### src/rtl/vsr_pkg.sv
package vsr_pkg;

    localparam int unsigned ELEM_W   = 32;
    localparam int unsigned VEC_LEN  = 64;
    localparam int unsigned PIPE_LAT = 8;

    typedef enum logic [2:0] {
        ST_IDLE,
        ST_FILL,
        ST_LOAD,
        ST_ISSUE,
        ST_DRAIN
    } vsr_state_e;

    function automatic int unsigned idx_bits(input int unsigned n);
        return (n > 1) ? $clog2(n) : 1;
    endfunction

endpackage

### src/rtl/vsr_add_pipe.sv
module vsr_add_pipe #(
    parameter int unsigned W     = vsr_pkg::ELEM_W,
    parameter int unsigned LAT   = vsr_pkg::PIPE_LAT,
    parameter int unsigned TAG_W = vsr_pkg::idx_bits(LAT)
) (
    input  logic                   clk,
    input  logic                   rst,
    input  logic                   en,
    input  logic                   in_vld,
    input  logic [TAG_W-1:0]       in_tag,
    input  logic [W-1:0]           op_a,
    input  logic [W-1:0]           op_b,
    output logic                   out_vld,
    output logic [TAG_W-1:0]       out_tag,
    output logic [W-1:0]           out_sum,
    output logic [LAT-1:0][W-1:0]  stage_sums
);

    typedef struct packed {
        logic             vld;
        logic [TAG_W-1:0] tag;
        logic [W-1:0]     sum;
    } slot_t;

    slot_t stg_q [LAT];

    // Entry stage: the adder itself.
    always_ff @(posedge clk) begin
        if (rst) begin
            stg_q[0] <= '0;
        end else if (en) begin
            stg_q[0].vld <= in_vld;
            stg_q[0].tag <= in_tag;
            stg_q[0].sum <= op_a + op_b;
        end
    end

    // Remaining stages model the operand read and result write latency.
    for (genvar j = 1; j < LAT; j++) begin : g_stage
        always_ff @(posedge clk) begin
            if (rst) begin
                stg_q[j] <= '0;
            end else if (en) begin
                stg_q[j] <= stg_q[j-1];
            end
        end
    end

    for (genvar j = 0; j < LAT; j++) begin : g_view
        assign stage_sums[j] = stg_q[j].sum;
    end

    assign out_vld = stg_q[LAT-1].vld;
    assign out_tag = stg_q[LAT-1].tag;
    assign out_sum = stg_q[LAT-1].sum;

endmodule

### src/rtl/vsr_fold_bank.sv
module vsr_fold_bank #(
    parameter int unsigned W     = vsr_pkg::ELEM_W,
    parameter int unsigned LAT   = vsr_pkg::PIPE_LAT,
    parameter int unsigned TAG_W = vsr_pkg::idx_bits(LAT)
) (
    input  logic                   clk,
    input  logic                   rst,
    input  logic                   load,
    input  logic [LAT-1:0][W-1:0]  load_vals,
    input  logic                   wr_en,
    input  logic [TAG_W-1:0]       wr_idx,
    input  logic [W-1:0]           wr_data,
    input  logic [TAG_W-1:0]       rd_idx,
    input  logic [TAG_W-1:0]       half,
    output logic [W-1:0]           op_lo,
    output logic [W-1:0]           op_hi
);

    logic [W-1:0] bank_q [LAT];

    // Pipeline stage j holds the slot of the (j+1)-th most recent element,
    // so slot k sits in stage LAT-1-k after the last element.
    for (genvar k = 0; k < LAT; k++) begin : g_entry
        always_ff @(posedge clk) begin
            if (rst) begin
                bank_q[k] <= '0;
            end else if (load) begin
                bank_q[k] <= load_vals[LAT-1-k];
            end else if (wr_en && (wr_idx == TAG_W'(k))) begin
                bank_q[k] <= wr_data;
            end
        end
    end

    logic [TAG_W-1:0] hi_idx;
    assign hi_idx = rd_idx + half;
    assign op_lo  = bank_q[rd_idx];
    assign op_hi  = bank_q[hi_idx];

endmodule

### src/rtl/vsr_ctrl.sv
module vsr_ctrl #(
    parameter int unsigned VEC_LEN = vsr_pkg::VEC_LEN,
    parameter int unsigned LAT     = vsr_pkg::PIPE_LAT,
    parameter int unsigned TAG_W   = vsr_pkg::idx_bits(LAT),
    parameter int unsigned CNT_W   = vsr_pkg::idx_bits(VEC_LEN + 1)
) (
    input  logic             clk,
    input  logic             rst,
    input  logic             start,
    input  logic             in_valid,
    input  logic             res_vld,
    output logic             launch,
    output logic             in_ready,
    output logic             accept,
    output logic             fill_mode,
    output logic             seed_zero,
    output logic             load_bank,
    output logic             fold_mode,
    output logic             issue_vld,
    output logic [TAG_W-1:0] issue_idx,
    output logic [TAG_W-1:0] half,
    output logic             wr_en,
    output logic             final_wr,
    output logic             done
);
    import vsr_pkg::*;

    localparam logic [CNT_W-1:0] LAST_ELEM = CNT_W'(VEC_LEN - 1);
    localparam logic [CNT_W-1:0] SEED_END  = CNT_W'(LAT);
    localparam logic [TAG_W-1:0] FIRST_HALF = TAG_W'(LAT / 2);
    localparam logic [TAG_W-1:0] ONE       = TAG_W'(1);

    vsr_state_e       state_q;
    logic [CNT_W-1:0] elem_q;
    logic [TAG_W-1:0] half_q;
    logic [TAG_W-1:0] issue_q;
    logic [TAG_W-1:0] wr_q;
    logic             done_q;
    logic             pass_end;

    assign launch    = start && (state_q == ST_IDLE);
    assign in_ready  = (state_q == ST_FILL);
    assign accept    = in_ready && in_valid;
    assign fill_mode = (state_q == ST_FILL);
    assign seed_zero = (elem_q < SEED_END);
    assign load_bank = (state_q == ST_LOAD);
    assign fold_mode = (state_q == ST_ISSUE) || (state_q == ST_DRAIN);
    assign issue_vld = (state_q == ST_ISSUE);
    assign issue_idx = issue_q;
    assign half      = half_q;
    assign wr_en     = fold_mode && res_vld;
    assign pass_end  = (state_q == ST_DRAIN) && res_vld && (wr_q == half_q - ONE);
    assign final_wr  = pass_end && (half_q == ONE);
    assign done      = done_q;

    always_ff @(posedge clk) begin
        if (rst) begin
            state_q <= ST_IDLE;
            elem_q  <= '0;
            half_q  <= FIRST_HALF;
            issue_q <= '0;
            wr_q    <= '0;
            done_q  <= 1'b0;
        end else begin
            done_q <= 1'b0;
            unique case (state_q)
                ST_IDLE: begin
                    if (launch) begin
                        elem_q  <= '0;
                        state_q <= ST_FILL;
                    end
                end
                ST_FILL: begin
                    if (accept) begin
                        elem_q <= elem_q + 1'b1;
                        if (elem_q == LAST_ELEM) begin
                            state_q <= ST_LOAD;
                        end
                    end
                end
                ST_LOAD: begin
                    half_q  <= FIRST_HALF;
                    issue_q <= '0;
                    wr_q    <= '0;
                    state_q <= ST_ISSUE;
                end
                ST_ISSUE: begin
                    issue_q <= issue_q + 1'b1;
                    if (issue_q == half_q - ONE) begin
                        state_q <= ST_DRAIN;
                    end
                end
                ST_DRAIN: begin
                    if (res_vld) begin
                        if (pass_end) begin
                            wr_q    <= '0;
                            issue_q <= '0;
                            if (half_q == ONE) begin
                                done_q  <= 1'b1;
                                state_q <= ST_IDLE;
                            end else begin
                                half_q  <= half_q >> 1;
                                state_q <= ST_ISSUE;
                            end
                        end else begin
                            wr_q <= wr_q + 1'b1;
                        end
                    end
                end
                default: state_q <= ST_IDLE;
            endcase
        end
    end

endmodule

### src/rtl/vec_sum_reducer.sv
module vec_sum_reducer #(
    parameter int unsigned W       = vsr_pkg::ELEM_W,
    parameter int unsigned VEC_LEN = vsr_pkg::VEC_LEN,
    parameter int unsigned LAT     = vsr_pkg::PIPE_LAT
) (
    input  logic         clk,
    input  logic         rst,
    input  logic         start,
    input  logic         in_valid,
    output logic         in_ready,
    input  logic [W-1:0] in_data,
    output logic         done,
    output logic [W-1:0] result
);

    localparam int unsigned TAG_W = vsr_pkg::idx_bits(LAT);
    localparam int unsigned CNT_W = vsr_pkg::idx_bits(VEC_LEN + 1);

    logic                  launch, accept, fill_mode, seed_zero, load_bank;
    logic                  fold_mode, issue_vld, wr_en, final_wr;
    logic [TAG_W-1:0]      issue_idx, half;
    logic                  pipe_en, res_vld;
    logic [TAG_W-1:0]      res_tag;
    logic [W-1:0]          res_sum, op_a, op_b, op_lo, op_hi;
    logic [LAT-1:0][W-1:0] stage_sums;
    logic [W-1:0]          result_q;

    vsr_ctrl #(
        .VEC_LEN (VEC_LEN),
        .LAT     (LAT),
        .TAG_W   (TAG_W),
        .CNT_W   (CNT_W)
    ) u_ctrl (
        .clk       (clk),
        .rst       (rst),
        .start     (start),
        .in_valid  (in_valid),
        .res_vld   (res_vld),
        .launch    (launch),
        .in_ready  (in_ready),
        .accept    (accept),
        .fill_mode (fill_mode),
        .seed_zero (seed_zero),
        .load_bank (load_bank),
        .fold_mode (fold_mode),
        .issue_vld (issue_vld),
        .issue_idx (issue_idx),
        .half      (half),
        .wr_en     (wr_en),
        .final_wr  (final_wr),
        .done      (done)
    );

    // Accumulate phase: the pipeline only moves on a handshake, so the
    // exit value is always the running total of the incoming slot.
    assign pipe_en = accept || fold_mode;
    assign op_a    = fill_mode ? in_data : op_lo;
    assign op_b    = fill_mode ? (seed_zero ? '0 : res_sum) : op_hi;

    vsr_add_pipe #(
        .W     (W),
        .LAT   (LAT),
        .TAG_W (TAG_W)
    ) u_pipe (
        .clk        (clk),
        .rst        (rst),
        .en         (pipe_en),
        .in_vld     (issue_vld),
        .in_tag     (issue_idx),
        .op_a       (op_a),
        .op_b       (op_b),
        .out_vld    (res_vld),
        .out_tag    (res_tag),
        .out_sum    (res_sum),
        .stage_sums (stage_sums)
    );

    vsr_fold_bank #(
        .W     (W),
        .LAT   (LAT),
        .TAG_W (TAG_W)
    ) u_bank (
        .clk       (clk),
        .rst       (rst),
        .load      (load_bank),
        .load_vals (stage_sums),
        .wr_en     (wr_en),
        .wr_idx    (res_tag),
        .wr_data   (res_sum),
        .rd_idx    (issue_idx),
        .half      (half),
        .op_lo     (op_lo),
        .op_hi     (op_hi)
    );

    always_ff @(posedge clk) begin
        if (rst) begin
            result_q <= '0;
        end else if (launch) begin
            result_q <= '0;
        end else if (final_wr) begin
            result_q <= res_sum;
        end
    end

    assign result = result_q;

endmodule

### config.mk
export PLATFORM = sky130hd
export DESIGN_NAME = vec_sum_reducer
export DESIGN_NICKNAME = d
export VERILOG_FILES = /design/src/rtl/vsr_pkg.sv /design/src/rtl/vsr_add_pipe.sv /design/src/rtl/vsr_fold_bank.sv /design/src/rtl/vsr_ctrl.sv /design/src/rtl/vec_sum_reducer.sv
export SDC_FILE = /design/constraint.sdc
export NUM_CORES = 1
export LEC_CHECK = 0
export CAP_MARGIN = 20
export CORE_MARGIN = 2
export CORE_UTILIZATION = 40
export DETAILED_ROUTE_END_ITERATION = 8
export GPL_ROUTABILITY_DRIVEN = 0
export HOLD_SLACK_MARGIN = 0.06
export PLACE_DENSITY = 0.6
export SYNTH_ARGS = -nofsm -noshare
export SYNTH_HDL_FRONTEND = slang
export SYNTH_SLANG_ARGS = --single-unit
### constraint.sdc
create_clock -name clk -period 5.97 [get_ports clk]
set_clock_uncertainty 0.05 [all_clocks]
set_input_delay 1.194 -clock clk [delete_from_list [all_inputs] [get_ports clk]]
set_output_delay 1.194 -clock clk [all_outputs]
set_load 0.01 [all_outputs]
==> impl_metrics.tcl, run 1 <==
set metrics [dict create \
    synth.cells.most_frequent "544 x edfxtp_1, 262 x and2_1, 224 x a22o_1" \
    cts_root_buffer "clkbuf_16" \
    setup_viol 0 \
    cts_repair_resize_count 0 \
    vias 18700 \
    final_min_period_over_clock_period_pct 85.1 \
    achievable-frequency_mhz 197 \
    clock-sinks 599 \
    worstPathMaxFanout 24 \
    hold_viol 0 \
    worst_hold_path_type "reg -> reg" \
    synth_sequential_area_ratio_pct 59.6 \
    final_design_area_no_fill_sq_mm 0.0332 \
    floorplan.initialDensity_pct 40.2 \
    antenna_violations_before_repair 0 \
    routed_wirelength_normalized_by_instance_count_um 25.4 \
    post_cts_hold_buffer_count 0 \
    hold-worst-slack_ns 0.401 \
    detail_route.first_pass.iterations 8 \
    synth_nets 2212 \
    instances_no_fill 3149 \
    htree_num_levels 3 \
    drtAntennaViolNets 0 \
    numPlacedInstances 3027 \
    rows 99 \
    synth.most_common_cell "edfxtp_1" \
    end_kind "register" \
    synthTopCellsByArea "edfxtp_1 56%, mux4_2 9.9%, a22o_1 6.7%, and2_1 5.6%, dfxtp_1 3.8%" \
    routed_wirelength_um 80100 \
    power.density_mw_per_mm2 314 \
    dpl-instance-area_sq_mm 0.0310 \
    final_layout_size_suffix_gt1_share_pct 14.2 \
    number_of_diodes 0 \
    ys_types 61 \
    cell_area_after_synthesis_sq_mm 0.0292 \
    tritoncts.num_buffers 68 \
    crit_required_ns 6.28 \
    ys.flop_type "edfxtp_1" \
    pin_count 70 \
    die_width_um 274 \
    drc 0 \
    post_drt_via_cell_ratio 5.93 \
    detail_route.iter0.violations 1967 \
    asyncSetResetFlopFracSynth_pct 0 \
    tritoncts "done" \
    crit_path_start_kind "register" \
    worst_slew_margin_rel_pct 37.2 \
    ys.warnings.count 0 \
    critical_path_arrival_ns 5.38 \
    design.die.area_sq_mm 0.0753 \
    area_growth_pct 13.7 \
    core_region_area_sq_mm 0.0727 \
    port-buffer-count 69 \
    synth_top_area_share_pct 55.9 \
    finalPower_mw 10.4 \
    rsz0062_at_grt "false" \
    clock_path_buffers 3 \
    maxCapViolations 0 \
    slew_at_the_pin_with_the_worst_max_slew_slack_ns 0.939 \
    power.leakage_nw 11.7 \
    grt-ovfl-total 0 \
    totalNegativeSetupSlack_ns 0 \
    worst-setup-path-type "reg -> reg" \
    max_slew_violations 0 \
    dp_hpwl_um 47800 \
    max-vdd-ir-drop_uv 193 \
    synth_top_area_cell "edfxtp_1" \
    grt_pass1_wl_um 121000 \
    netlist_instances 2137 \
    clock_latency_on_the_worst_skew_pair_ns 0.61 \
    outcome "finished clean" \
    final_net_count 2213 \
    syn_avg_cell_area_sq_um 13.7 \
    dieHeight_um 274 \
    global_route.usage.total_pct 21.4 \
    grt_max_degree 142 \
    finalCriticalPeriod_ns 5.08 \
    first_global_vias 19000 \
    edff_count_synth 544 \
    synth_seq_cells 599 \
    path_clk_slew_ns 0.06 \
    cts_setup_buffers 0 \
    fill_cells 6405 \
]
-- critical path, stage by stage, from the launching register on --
cell and delay, ns:
dfxtp_1 0.49, ha_4 0.17, inv_1 0.04, fa_2 0.33, xor2_1 0.34, xnor2_4 0.22, buf_12 0.25, mux4_2 0.22
mux2i_1 0.06, o21ai_1 0.16, ha_1 0.22, inv_1 0.08, fa_1 0.43, nor2b_1 0.21, o2111ai_1 0.29, a21boi_1 0.38
o21ai_1 0.14, and2_1 0.19, and4_1 0.20, or3_1 0.33
-- final cells by class --
class | count | area, sq um | area share, %
Sequential cell | 599 | 17400 | 52.5
Multi-Input combinational cell | 1336 | 11100 | 33.3
Clock buffer | 93 | 1880 | 5.65
Timing Repair Buffer | 119 | 1240 | 3.73
Tap cell | 959 | 1200 | 3.61
Clock inverter | 29 | 372 | 1.12
Inverter | 14 | 52.6 | 0.158
-- state kept, by name (all words and copies together) (netlist names), named ones only --
name              flops
u_ctrl.issue_idx      3
u_ctrl.half           3
u_bank.bank_q       256
u_ctrl.state_q        3
u_pipe.stg_q        288
u_ctrl.elem_q         7
result               32
u_ctrl.wr_q           3
u_ctrl.done           1
-- logic make-up (layout without fill, tap and decap cells) --
kind of cell | count (synthesis) | in the layout | synth area share, %
simple gates | 617 | 617 | 11.2
flops | 599 | 599 | 59.6
xor+xnor | 37 | 37 | 1.13
fa+ha+maj | 39 | 39 | 1.72
buf+inv | 202 | 255 | 3.01
mux | 197 | 197 | 12.2
compound gates | 446 | 446 | 11.1
-- final timing paths --
check                                                       from                           endpoint  slack (ns)  cells after the start
worst max register to register  u_ctrl.issue_idx[0]$_SDFFE_PP0P_  u_pipe.stg_q[0][24]$_SDFFCE_PN0P_        0.89                     19
worst max-delay path            u_ctrl.issue_idx[0]$_SDFFE_PP0P_  u_pipe.stg_q[0][24]$_SDFFCE_PN0P_        0.89                     19
worst min register to register           result[22]$_SDFFE_PP0P_            result[22]$_SDFFE_PP0P_        0.40                      2
worst min-delay path                     result[22]$_SDFFE_PP0P_            result[22]$_SDFFE_PP0P_        0.40                      2
-- cell usage in the layout, fill, tap and decap left out, drive strengths merged, types with 18 or more instances in the layout --
master	Yosys	layout
ha	37	37
nand3	18	18
nor2	67	67
nor2b	39	39
nand2	173	173
clkinv	0	18
mux4	128	128
dfxtp	55	55
buf	107	50
clkdlybuf4s50	0	69
a21oi	87	87
o21ai	88	88
a22o	224	224
clkbuf	81	93
mux2i	68	68
xor2	25	25
and2	262	262
edfxtp	544	544
-- report_power, final --
group          leakage, nW  total, mW  switching [mW]  internal [mW]
clock                 1.10       4.31            1.71           2.59
sequential            6.13       5.07           0.197           4.87
combinational         4.52       1.05           0.658          0.391
-- per-stage QoR --
step                      util, %  worst slack [ns]
after CTS                    45.7             0.916
after global routing         45.7             0.604
after detailed placement     42.6             0.936
after floorplan                 -             0.343
final                        45.7             0.892
after global placement       42.6             0.517
-- per-layer routing --
layer	GRT usage (%)	up-vias	wire length [um]
met1	30.6	9658	35100
met3	2.71	120	5100
met4	6.91	0	1880
met2	34.1	770	38000
li1	-	8125	-
met5	0	-	0
Power figures use the tool's default switching activity.
==> run 2, diff against run 1 <==
--- a/config.mk
+++ b/config.mk
@@ -6,12 +6,13 @@
 export NUM_CORES = 1
 export LEC_CHECK = 0
 export CAP_MARGIN = 20
-export CORE_MARGIN = 2
+export CORE_MARGIN = 5
 export CORE_UTILIZATION = 40
 export DETAILED_ROUTE_END_ITERATION = 8
 export GPL_ROUTABILITY_DRIVEN = 0
 export HOLD_SLACK_MARGIN = 0.06
 export PLACE_DENSITY = 0.6
+export SKIP_LAST_GASP = 1
 export SYNTH_ARGS = -nofsm -noshare
 export SYNTH_HDL_FRONTEND = slang
 export SYNTH_SLANG_ARGS = --single-unit
==> run 2 against run 1 <==
Flip-flop and latch count unchanged; die area increased by 4.4%; design area about the same; sequential power about the same; register-to-register slack got worse by 0.25 ns; routed wire length decreased by 1.0%; first-iteration DRC count decreased by 5.1%; critical path depth decreased by 1; highest routed layer unchanged; hold slack improved by 0.0016 ns; sequential share of layout area about the same; utilization about the same.
==> impl_metrics.tcl, run 2 (synthesis results as in run 1) <==
set metrics [dict create \
    pwr-share-seq_pct 48.7 \
    dp_hpwl_um 47500 \
    dieHeight_um 280 \
    pin_count 70 \
    path_clk_slew_ns 0.06 \
    hold_viol 0 \
    dpl-instance-area_sq_mm 0.0309 \
    global_route.usage.total_pct 20.0 \
    slew_at_the_pin_with_the_worst_max_slew_slack_ns 1.10 \
    worst_hold_path_type "reg -> reg" \
    drc 0 \
    outcome "finished clean" \
    port-buffer-count 69 \
    clkPwrFrac_pct 41.4 \
    drtAntennaViolNets 0 \
    post_cts_hold_buffer_count 0 \
    final_cell_mix "544 x edfxtp_1, 261 x and2_1, 224 x a22o_1" \
    comb_power_share_pct 9.9 \
    final_net_count 2211 \
    layout.cells.most_common "edfxtp_1" \
    rsz0062_at_grt "false" \
    power.leakage_nw 11.7 \
    floorplan.initialDensity_pct 40.2 \
    worst_slew_margin_rel_pct 26.3 \
    clock_path_buffers 3 \
    clock_latency_on_the_worst_skew_pair_ns 0.61 \
    area_growth_pct 13.7 \
    final_layout_size_suffix_gt1_share_pct 14.6 \
    tritoncts.num_buffers 68 \
    p_switching_mw 2.60 \
    detail_route.first_pass.iterations 5 \
    detail_route.iter0.violations 1867 \
    setup_viol 0 \
    cts_root_buffer "clkbuf_16" \
    final_design_area_no_fill_sq_mm 0.0332 \
    rows 99 \
    holdPathStages 2 \
    grt_pass1_wl_um 120000 \
    tritoncts "done" \
    grt-ovfl-total 0 \
    power_switching_share_pct 24.9 \
    power.density_mw_per_mm2 313 \
    first_global_vias 18900 \
    totalNegativeSetupSlack_ns 0 \
    cts_repair_resize_count 0 \
    htree_num_levels 3 \
    finalCriticalPeriod_ns 5.33 \
    max_slew_violations 0 \
    register_bank_with_the_most_flops "u_pipe.stg_q" \
    worst-setup-path-type "reg -> reg" \
    routed_wirelength_um 79300 \
    design.die.area_sq_mm 0.0786 \
    vias 18600 \
    crit_required_ns 6.28 \
    largest_register_ff_count 288 \
    worstPathMaxFanout 21 \
    routed_wirelength_normalized_by_instance_count_um 25.2 \
    crit_path_start_kind "register" \
    cts_setup_buffers 0 \
    max-vdd-ir-drop_uv 221 \
    die_width_um 280 \
    end_kind "register" \
    grt_max_degree 155 \
    core_region_area_sq_mm 0.0727 \
    clock-sinks 599 \
    maxCapViolations 0 \
    antenna_violations_before_repair 0 \
    post_drt_via_cell_ratio 5.89 \
    final_min_period_over_clock_period_pct 89.2 \
    achievable-frequency_mhz 188 \
    worst_r2r_path_depth 18 \
    critical_path_arrival_ns 5.63 \
    power.internal_mw 7.82 \
]
-- run 2: final timing paths --
kind,start,end,slack [ns]
min,result[3]$_SDFFE_PP0P_,result[3]$_SDFFE_PP0P_,0.40
max reg2reg,u_ctrl.issue_idx[0]$_SDFFE_PP0P_,u_pipe.stg_q[0][24]$_SDFFCE_PN0P_,0.64
max,u_ctrl.issue_idx[0]$_SDFFE_PP0P_,u_pipe.stg_q[0][24]$_SDFFCE_PN0P_,0.64
min reg2reg,result[3]$_SDFFE_PP0P_,result[3]$_SDFFE_PP0P_,0.40
-- run 2: final cells by class --
class / count / area [sq um]
Antenna cell: 1 / 2.50
Clock buffer: 87 / 1930
Clock inverter: 39 / 372
Fill cell: 6373 / 39500
Inverter: 14 / 52.6
Multi-Input combinational cell: 1336 / 11100
Sequential cell: 599 / 17400
Tap cell: 959 / 1200
Timing Repair Buffer: 117 / 1180
-- run 2: metrics by stage --
step / hold slack, ns / total power [mW] / cells / utilization, % / setup WS, ns
global route: 0.426 / 10.8 / 3151 / 45.7 / 0.333
floorplan: 0.402 / 5.80 / 2137 / - / 0.343
CTS: 0.406 / 10.5 / 3151 / 45.7 / 0.690
global placement: 0.393 / 6.16 / 3025 / 42.5 / 0.790
detailed placement: 0.398 / 6.18 / 3025 / 42.5 / 0.710
finish: 0.403 / 10.4 / 3152 / 45.7 / 0.643
-- run 2: critical path, cell delays in order (launching register included) --
cell and delay (ns):
dfxtp_1 0.49, ha_4 0.17, inv_1 0.04, fa_2 0.33, xor2_1 0.20, xnor2_4 0.73, mux4_2 0.36, mux2i_1 0.07
o21ai_1 0.14, ha_1 0.21, inv_1 0.07, fa_1 0.43, nor2b_1 0.21, o2111ai_1 0.28, a21boi_1 0.38, o21ai_1 0.15
and2_1 0.20, and4_1 0.21, or3_1 0.33
-- run 2: routing by layer --
metal	wire (um)	vias to the layer above	track usage, %
met4	1980	0	5.88
met3	5620	137	3.49
met5	0	-	0
met1	34100	9554	28.2
met2	37700	742	32.0
li1	-	8145	-
-- run 2: power by group through the flow --
stage	Clock [mW]	Sequential, mW	Combinational (mW)
detailed placement	0	5.15	1.03
global route	4.57	5.10	1.12
global placement	0	5.14	1.02
finish	4.31	5.07	1.03
floorplan	0	5.05	0.752
CTS	4.39	5.07	1.03
